### config.mk
export PLATFORM = sky130hd
export DESIGN_NAME = handshake_bus_tx
export DESIGN_NICKNAME = d
export VERILOG_FILES = /design/src/rtl/hbt_pkg.sv /design/src/rtl/hbt_sync.sv /design/src/rtl/hbt_countdown.sv /design/src/rtl/handshake_bus_tx.sv
export SDC_FILE = /design/constraint.sdc
export NUM_CORES = 1
export LEC_CHECK = 0
export BUFFER_PORTS_ARGS = -buffer_cell sky130_fd_sc_hd__buf_4
export CAP_MARGIN = 20
export CORE_MARGIN = 2
export CORE_UTILIZATION = 45
export CTS_CLUSTER_SIZE = 24
export DETAILED_ROUTE_END_ITERATION = 16
export HOLD_SLACK_MARGIN = 0.08
export PLACE_DENSITY = 0.74
export SLEW_MARGIN = 20
export SYNTH_ARGS = -nofsm -noshare
export SYNTH_HDL_FRONTEND = slang
export SYNTH_SLANG_ARGS = --single-unit
### constraint.sdc
create_clock -name clk -period 4.2 [get_ports clk]
set_input_delay 0.21 -clock clk [delete_from_list [all_inputs] [get_ports clk]]
set_output_delay 0.21 -clock clk [all_outputs]
set_load 0.02 [all_outputs]
### src/rtl/hbt_pkg.sv
package hbt_pkg;
   typedef enum logic [1:0] {
      HBT_IDLE   = 2'd0,
      HBT_SETTLE = 2'd1,
      HBT_WAIT   = 2'd2,
      HBT_REL    = 2'd3
   } hbt_state_e;
endpackage

### src/rtl/hbt_sync.sv
module hbt_sync #(
   parameter int WIDTH  = 2,
   parameter int STAGES = 2
) (
   input  logic             clk,
   input  logic             rst_n,
   input  logic [WIDTH-1:0] din,
   output logic [WIDTH-1:0] dout
);
   initial begin
      assert (STAGES >= 2) else $fatal(1, "hbt_sync: STAGES must be at least 2");
      assert (WIDTH >= 1)  else $fatal(1, "hbt_sync: WIDTH must be positive");
   end

   logic [WIDTH-1:0] stg [STAGES];

   for (genvar i = 0; i < STAGES; i++) begin : g_stage
      if (i == 0) begin : g_first
         always_ff @(posedge clk or negedge rst_n) begin
            if (!rst_n) stg[i] <= '0;
            else        stg[i] <= din;
         end
      end else begin : g_next
         always_ff @(posedge clk or negedge rst_n) begin
            if (!rst_n) stg[i] <= '0;
            else        stg[i] <= stg[i-1];
         end
      end
   end

   assign dout = stg[STAGES-1];
endmodule

### src/rtl/hbt_countdown.sv
module hbt_countdown #(
   parameter int SPAN = 4
) (
   input  logic clk,
   input  logic rst_n,
   input  logic load,
   input  logic tick,
   output logic zero
);
   localparam int CW = (SPAN > 1) ? $clog2(SPAN) : 1;
   localparam logic [CW-1:0] LOADV = CW'(SPAN - 1);

   initial begin
      assert (SPAN >= 1) else $fatal(1, "hbt_countdown: SPAN must be positive");
   end

   logic [CW-1:0] cnt;

   always_ff @(posedge clk or negedge rst_n) begin
      if (!rst_n)                    cnt <= '0;
      else if (load)                 cnt <= LOADV;
      else if (tick && cnt != '0)    cnt <= cnt - 1'b1;
   end

   assign zero = (cnt == '0);

   // once expired, the count stays expired until reloaded
   zero_hold_chk: assert property (@(posedge clk) disable iff (!rst_n)
      (zero && !load) |=> zero);
endmodule

### src/rtl/handshake_bus_tx.sv
module handshake_bus_tx #(
   parameter int DATA_W      = 16,
   parameter int SETTLE_CYC  = 4,
   parameter int TIMEOUT_CYC = 16,
   parameter int SYNC_STAGES = 2
) (
   input  logic              clk,
   input  logic              rst_n,
   input  logic              req_valid,
   input  logic [DATA_W-1:0] req_data,
   output logic              busy,
   output logic              cyc_done,
   output logic              cyc_err,
   output logic              irq,
   input  logic              irq_clr,
   output logic [DATA_W-1:0] bus_data,
   output logic              bus_oe,
   output logic              bus_stb,
   input  logic              bus_ack,
   input  logic              bus_err
);
   import hbt_pkg::*;

   localparam int RX_W = 2;

   initial begin
      assert (DATA_W >= 1)     else $fatal(1, "DATA_W must be positive");
      assert (SETTLE_CYC >= 1) else $fatal(1, "SETTLE_CYC must be at least 1");
      assert (TIMEOUT_CYC >= SYNC_STAGES + 2)
         else $fatal(1, "TIMEOUT_CYC too short for the acknowledge path");
   end

   hbt_state_e        state;
   logic [DATA_W-1:0] data_q;
   logic [RX_W-1:0]   rx_s;
   logic              ack_s, err_s;
   logic              start, settle_zero, to_zero, to_fire;
   logic              oe_q, stb_q, done_q, err_q, irq_q;

   hbt_sync #(.WIDTH(RX_W), .STAGES(SYNC_STAGES)) u_sync (
      .clk   (clk),
      .rst_n (rst_n),
      .din   ({bus_err, bus_ack}),
      .dout  (rx_s)
   );
   assign ack_s = rx_s[0];
   assign err_s = rx_s[1];

   assign start = req_valid && (state == HBT_IDLE) && !ack_s;

   hbt_countdown #(.SPAN(SETTLE_CYC)) u_settle (
      .clk   (clk),
      .rst_n (rst_n),
      .load  (start),
      .tick  (state == HBT_SETTLE),
      .zero  (settle_zero)
   );

   hbt_countdown #(.SPAN(TIMEOUT_CYC)) u_timeout (
      .clk   (clk),
      .rst_n (rst_n),
      .load  ((state == HBT_SETTLE) && settle_zero),
      .tick  (state == HBT_WAIT),
      .zero  (to_zero)
   );

   // acknowledge wins over an expiry at the same edge
   assign to_fire = (state == HBT_WAIT) && !ack_s && to_zero;

   always_ff @(posedge clk or negedge rst_n) begin
      if (!rst_n) begin
         state  <= HBT_IDLE;
         data_q <= '0;
         oe_q   <= 1'b0;
         stb_q  <= 1'b0;
         done_q <= 1'b0;
         err_q  <= 1'b0;
      end else begin
         done_q <= 1'b0;
         err_q  <= 1'b0;
         unique case (state)
            HBT_IDLE: begin
               if (start) begin
                  data_q <= req_data;
                  oe_q   <= 1'b1;
                  state  <= HBT_SETTLE;
               end
            end
            HBT_SETTLE: begin
               if (settle_zero) begin
                  stb_q <= 1'b1;
                  state <= HBT_WAIT;
               end
            end
            HBT_WAIT: begin
               if (ack_s) begin
                  stb_q  <= 1'b0;
                  done_q <= 1'b1;
                  err_q  <= err_s;
                  state  <= HBT_REL;
               end else if (to_zero) begin
                  stb_q <= 1'b0;
                  oe_q  <= 1'b0;
                  state <= HBT_IDLE;
               end
            end
            HBT_REL: begin
               if (!ack_s) begin
                  oe_q  <= 1'b0;
                  state <= HBT_IDLE;
               end
            end
            default: state <= HBT_IDLE;
         endcase
      end
   end

   always_ff @(posedge clk or negedge rst_n) begin
      if (!rst_n)       irq_q <= 1'b0;
      else if (to_fire) irq_q <= 1'b1;
      else if (irq_clr) irq_q <= 1'b0;
   end

   assign busy     = (state != HBT_IDLE) || ack_s;
   assign bus_oe   = oe_q;
   assign bus_stb  = stb_q;
   assign bus_data = oe_q ? data_q : '0;
   assign cyc_done = done_q;
   assign cyc_err  = err_q;
   assign irq      = irq_q;


   stb_needs_oe_chk: assert property (@(posedge clk) disable iff (!rst_n)
      bus_stb |-> bus_oe);


   data_stable_chk: assert property (@(posedge clk) disable iff (!rst_n)
      (bus_oe && $past(bus_oe)) |-> $stable(bus_data));


   err_with_done_chk: assert property (@(posedge clk) disable iff (!rst_n)
      cyc_err |-> cyc_done);


   done_not_timeout_chk: assert property (@(posedge clk) disable iff (!rst_n)
      cyc_done |-> !$rose(irq));


   irq_sticky_chk: assert property (@(posedge clk) disable iff (!rst_n)
      (irq && !irq_clr) |=> irq);


   oe_implies_busy_chk: assert property (@(posedge clk) disable iff (!rst_n)
      bus_oe |-> busy);


   done_one_cycle_chk: assert property (@(posedge clk) disable iff (!rst_n)
      cyc_done |=> !cyc_done);
endmodule

==> After elaboration in Yosys (flattened, before gate mapping) <==
Index checks and enable logic that the tools add are counted.
{ "op_classes": {"add_sub_neg": 2, "n_mul": 0, "div": 0, "n_lt_le_gt_ge": 0, "n_eq_ne": 9, "shifts": 0, "muxes": 25, "bitwise_logic": 0, "reduce_logical": 24} }
{ "ops": {"columns": ["op", "count"], "rows": [
  ["$mux 16", 1],
  ["$mux 2", 7],
  ["$mux 1", 12],
  ["$reduce_bool 2->1", 6],
  ["$ne 2x2->1 const B", 5],
  ["$mux 4", 2],
  ["$pmux 2 s4", 1],
  ["$logic_and 1x1->1", 7],
  ["$reduce_and 5->1", 1],
  ["$eq 2x2->1 const B", 2],
  ["$logic_not 2->1", 2],
  ["$logic_not 4->1", 1],
  ["$reduce_and 4->1", 1],
  ["$reduce_bool 4->1", 1],
  ["$sub 4x1->4 const B", 1],
  ["$ne 3x3->1 const B", 1],
  ["$pmux 1 s3", 1],
  ["$reduce_and 3->1", 1],
  ["$reduce_bool 3->1", 1],
  ["$eq 2x1->1 const B", 1],
  ["$pmux 1 s2", 1],
  ["$reduce_and 2->1", 1],
  ["$sub 2x1->2 const B", 1],
  ["$logic_not 1->1", 1],
  ["$logic_or 1x1->1", 1]
]} }
{ "totals": {"ff_bits": 33, "latchBits": 0, "ram_bits": 0, "mem_bits_ro": 0, "output_inout_bits": 22, "mem_count": 0} }

==> Depth between registers and ports, before layout <==
{ "depth": {"ltp_word": 5, "mapped_depth": 6} }

==> Modules after synthesis <==
Synthesis repeated with hierarchy kept, for this count alone.
{ "unflattened": {"hier_cells": 121, "area_unflattened_um2": 1547.7} }
{ "by_module_without_submodules": {"columns": ["mod", "n_inst", "cells_per_inst", "area_each_um2"], "rows": [
  ["handshake_bus_tx", 1, 82, 1089.8],
  ["hbt_countdown (u_timeout)", 1, 21, 219.0],
  ["hbt_countdown (u_settle)", 1, 12, 123.9],
  ["hbt_sync", 1, 6, 115.1]
]} }

==> Worst setup path after synthesis <==
No wires, ideal clock.
{ "synth_path": {"kind": "flip-flop to flip-flop", "start": "reg state[1]", "end": "reg data_q[0]", "setup_ns": 0.125, "arrival_time_ns": 1.338, "setup_slack_ns": 2.737, "stages_incl_launch_ff": 6, "n_path_buf": 3, "period_less_slack_ns": 1.463, "path_cell_list": "dfrtp_1 -> buf_6 -> nor4b_2 -> buf_4 -> buf_12 -> mux2_4"} }
{ "synth_between": {"elab_chain_len": 4} }
{ "synth_rtl": {"columns": ["item", "line", "text"], "rows": [
  ["from (decl)", "handshake_bus_tx.sv:33", "hbt_state_e state;"],
  ["from (signal assigned)", "handshake_bus_tx.sv:72", "state <= HBT_IDLE;"],
  ["from (signal assigned)", "handshake_bus_tx.sv:86", "state <= HBT_SETTLE;"],
  ["from (signal assigned)", "handshake_bus_tx.sv:92", "state <= HBT_WAIT;"],
  ["$logic_not 2->1 (*)", "handshake_bus_tx.sv:49, handshake_bus_tx.sv:81", null],
  ["$logic_and 1x1->1 (2 in series)", "handshake_bus_tx.sv:49", "assign start = req_valid && (state == HBT_IDLE) && !ack_s;"],
  ["$reduce_and 2->1 (no line) (*)", null, null],
  ["to (signal assigned)", "handshake_bus_tx.sv:84", "data_q <= req_data;"],
  ["to (decl)", "handshake_bus_tx.sv:34", "logic [DATA_W-1:0] data_q;"]
]} }
Every way passes the cells marked *; elsewhere a longest branch is shown, timed or not.
A chain may end at the register's enable or synchronous reset.

==> Worst setup path after layout <==
{ "layout_path": {"start": "reg state[0]", "end": "reg data_q[4]"} }
Same word-level chain as after synthesis.

==> flow_summary.ini <==
[synthesis]
syn_inst = 123
synth-xor-area-share = 0.005785
ys.flop_type = dfrtp_1
synth_edf_count = 0
synth_top_area_frac = 0.5455
synth_top_family_by_area = simple AND/OR/NAND/NOR gates
syn_nets = 147
yosysMostFrequentCell = dfrtp_1
syn_avg_cell_area_um2 = 12.31
synthAdderAreaFrac = 0.01653
yosys-top-cells-count = 33 x dfrtp_1, 17 x and2_1, 9 x mux2_2
synth_cell_types = 36
synth_mux_area_frac = 0.1364
synth.largest_area_cell = dfrtp_1
yosys_warnings = 0
synth_compound_area_frac = 0.07686
synthTopCellsByArea = dfrtp_1 55%, and2_1 7.0%, mux2_4 6.9%
syn-cell-area_um2 = 1514
ys_ff_latch = 33
yosysSeqAreaShare = 0.5455
synthSimpleGateAreaFrac = 0.1736
async_reset_ff_frac = 1.000

[cells_and_area]
drive_gt1_frac = 0.3911
nets = 202
diodes = 0
multi_input_area_um2 = 628.1
register_area_um2 = 825.8
fill_cells = 273
area_delta_synth_final_pct = 35.04

[timing]
rsz0062_at_grt = false
hold_ws_ns = 0.1081
fin_skew_ns = 0.01026
max_slew_margin = 0.6398
period_minus_slack_ns = 1.702
tns_ns = 0
max_clock_freq_mhz = 587.4
min_period_over_period = 0.4054
slew_viol_final = 0
worstMarginPinSlew_ns = 0.5391
finalHoldViolations = 0
setup_viol = 0

[run]
max_cap_viol_count = 0

[worst_setup_path]
required_ns = 4.42
cp-end-kind = register
path_cells = nor4b_4, buf_6, buf_6, mux2_2
critPathKind = reg2reg
r2r_setup_slack_ns = 2.50
path_max_fanout = 14
path_buf_inv = 2
cp_slowest_stage_delay_ns = 0.52
cpMostUsedCell = buf_6
cp_slowest_cell = dfrtp_1
path_delay_family = flip-flops
regToRegStartpoint = state[0]$_DFFE_PN0P_
start_kind = register
reg2reg_to = data_q[4]$_DFFE_PN0P_
path_depth = 4
r2r_cells = 4
cp.arrival_ns = 1.92

[place]
io_buffers = 43
globalplace.congestion = 0.8059
dp_hpwl_mm = 2.082

[floorplan]
num_rows = 21
start_util = 0.4610
io_pins = 44
core_area_um2 = 3284
die_x_um = 62
fp.dieArea_um2 = 3844
dieHeight_um = 62

[detailed_routing]
wl_per_cell_um = 12.88
finalWirelength_mm = 2.897
antenna_left = 0
via_count = 1100
vias_per_cell = 4.889
drcViolationCount = 0
drtIter0Drc = 46
dr.pass1.iters = 4

[clock_network]
cts_tree = done
cts_buffers = 5
cts_buffer_depth = 2
cts_htree_levels = 2
clock-sinks = 33
clockRootBuffer = clkbuf_4
clkTransAtPathRegs_ns = 0.11
clock_latency_ns = 0.33

[hold_path]
hold-path-cell-count = 2
hold_end = data_q[1]$_DFFE_PN0P_
holdCritPathClass = in2reg
hold_start = req_data[1]

[grt]
grt_max_degree = 34
grt-ovfl-total = 0
grt_antenna_before_repair = 0
first_global_vias = 1023
grt_usage = 0.1674
grt_pass1_wl_mm = 4.567

[power_and_ir_drop]
p_per_area_nw_per_um2 = 700.2
irDropWorstVdd_mv = 0.3798
p_leak_nw = 0.9593

[outcome]
status = finished, final reports clean
-- layer usage --
metal	part of all wire	wire length, um	vias up	global-route usage
met5	0	0	-	0
met4	0.0093	27	0	0.09422
met3	0.032	94	2	0.04555
met2	0.51	1491	29	0.2560
met1	0.44	1283	536	0.2141
li1	-	-	533	-
-- report_power, final --
part	total, mW	switching (mW)	internal, mW
clock network	0.247	0.105	0.142
logic	0.650	0.303	0.346
registers	0.535	0.0981	0.437
-- placed cells by master (no fill, tap or decap), types with 2 or more instances in the layout --
| master | count |
|---|---|
| a21oi_1 | 2 |
| nor2b_1 | 2 |
| clkbuf_4 | 5 |
| and2_1 | 17 |
| nor2_1 | 3 |
| o311ai_0 | 2 |
| inv_1 | 6 |
| buf_6 | 2 |
| or2b_1 | 2 |
| dfrtp_1 | 33 |
| mux2_4 | 7 |
| dlygate4sd3_1 | 8 |
| o21ai_0 | 8 |
| mux2_2 | 9 |
| nand2_1 | 4 |
| nand3_1 | 3 |
| ha_1 | 2 |
| buf_4 | 43 |
-- per-stage QoR --
stage / cell area, um^2 / power, mW / instances / worst slack, ns / utilization
after floorplan: 1514 / 0.9585 / 123 / 2.737 / -
after global routing: 2044 / 1.541 / 225 / 2.417 / 0.6225
after CTS: 2004 / 1.444 / 221 / 2.501 / 0.6103
after detailed placement: 1879 / 1.193 / 209 / 2.505 / 0.5722
final: 2044 / 1.432 / 225 / 2.498 / 0.6225
after global placement: 1857 / 1.165 / 207 / 2.062 / 0.5653
-- timing repair --
| action | CTS | global route |
|---|---|---|
| setup buffers | 0 | 0 |
| hold endpoints to repair | 36 | 4 |
| gates resized for setup | 0 | 0 |
| hold buffers | 4 | 4 |
-- state kept, by name, summed over array words and instances (netlist names) --
register / count
bus_oe: 1
bus_stb: 1
cyc_done: 1
cyc_err: 1
data_q: 16
irq: 1
state: 2
u_settle.cnt: 2
u_sync.dout: 2
u_sync.stg: 2
u_timeout.cnt: 4
-- area by class of cell --
type | instances | share of cell area
Timing Repair Buffer | 53 | 0.2081
Clock inverter | 1 | 0.01469
Multi-Input combinational cell | 79 | 0.3072
Sequential cell | 33 | 0.4039
Tap cell | 46 | 0.02815
Clock buffer | 7 | 0.02693
Inverter | 6 | 0.01102
-- worst max-delay path by stage --
stage	end	start
3_5_place_dp	data_q[4]$_DFFE_PN0P_	state[0]$_DFFE_PN0P_
5_1_grt	data_q[4]$_DFFE_PN0P_	state[0]$_DFFE_PN0P_
6_report	data_q[4]$_DFFE_PN0P_	state[0]$_DFFE_PN0P_
4_1_cts	data_q[4]$_DFFE_PN0P_	state[0]$_DFFE_PN0P_
3_3_place_gp	data_q[9]$_DFFE_PN0P_	state[0]$_DFFE_PN0P_
2_1_floorplan	data_q[0]$_DFFE_PN0P_	state[1]$_DFFE_PN0P_
-- kinds of logic after synthesis --
group           Yosys count
compound gates           18
xor+xnor                  1
fa+ha+maj                 2
buf+inv                  11
flops                    33
mux                      16
simple gates             42
Note: power is estimated with default switching activity, not from simulation.
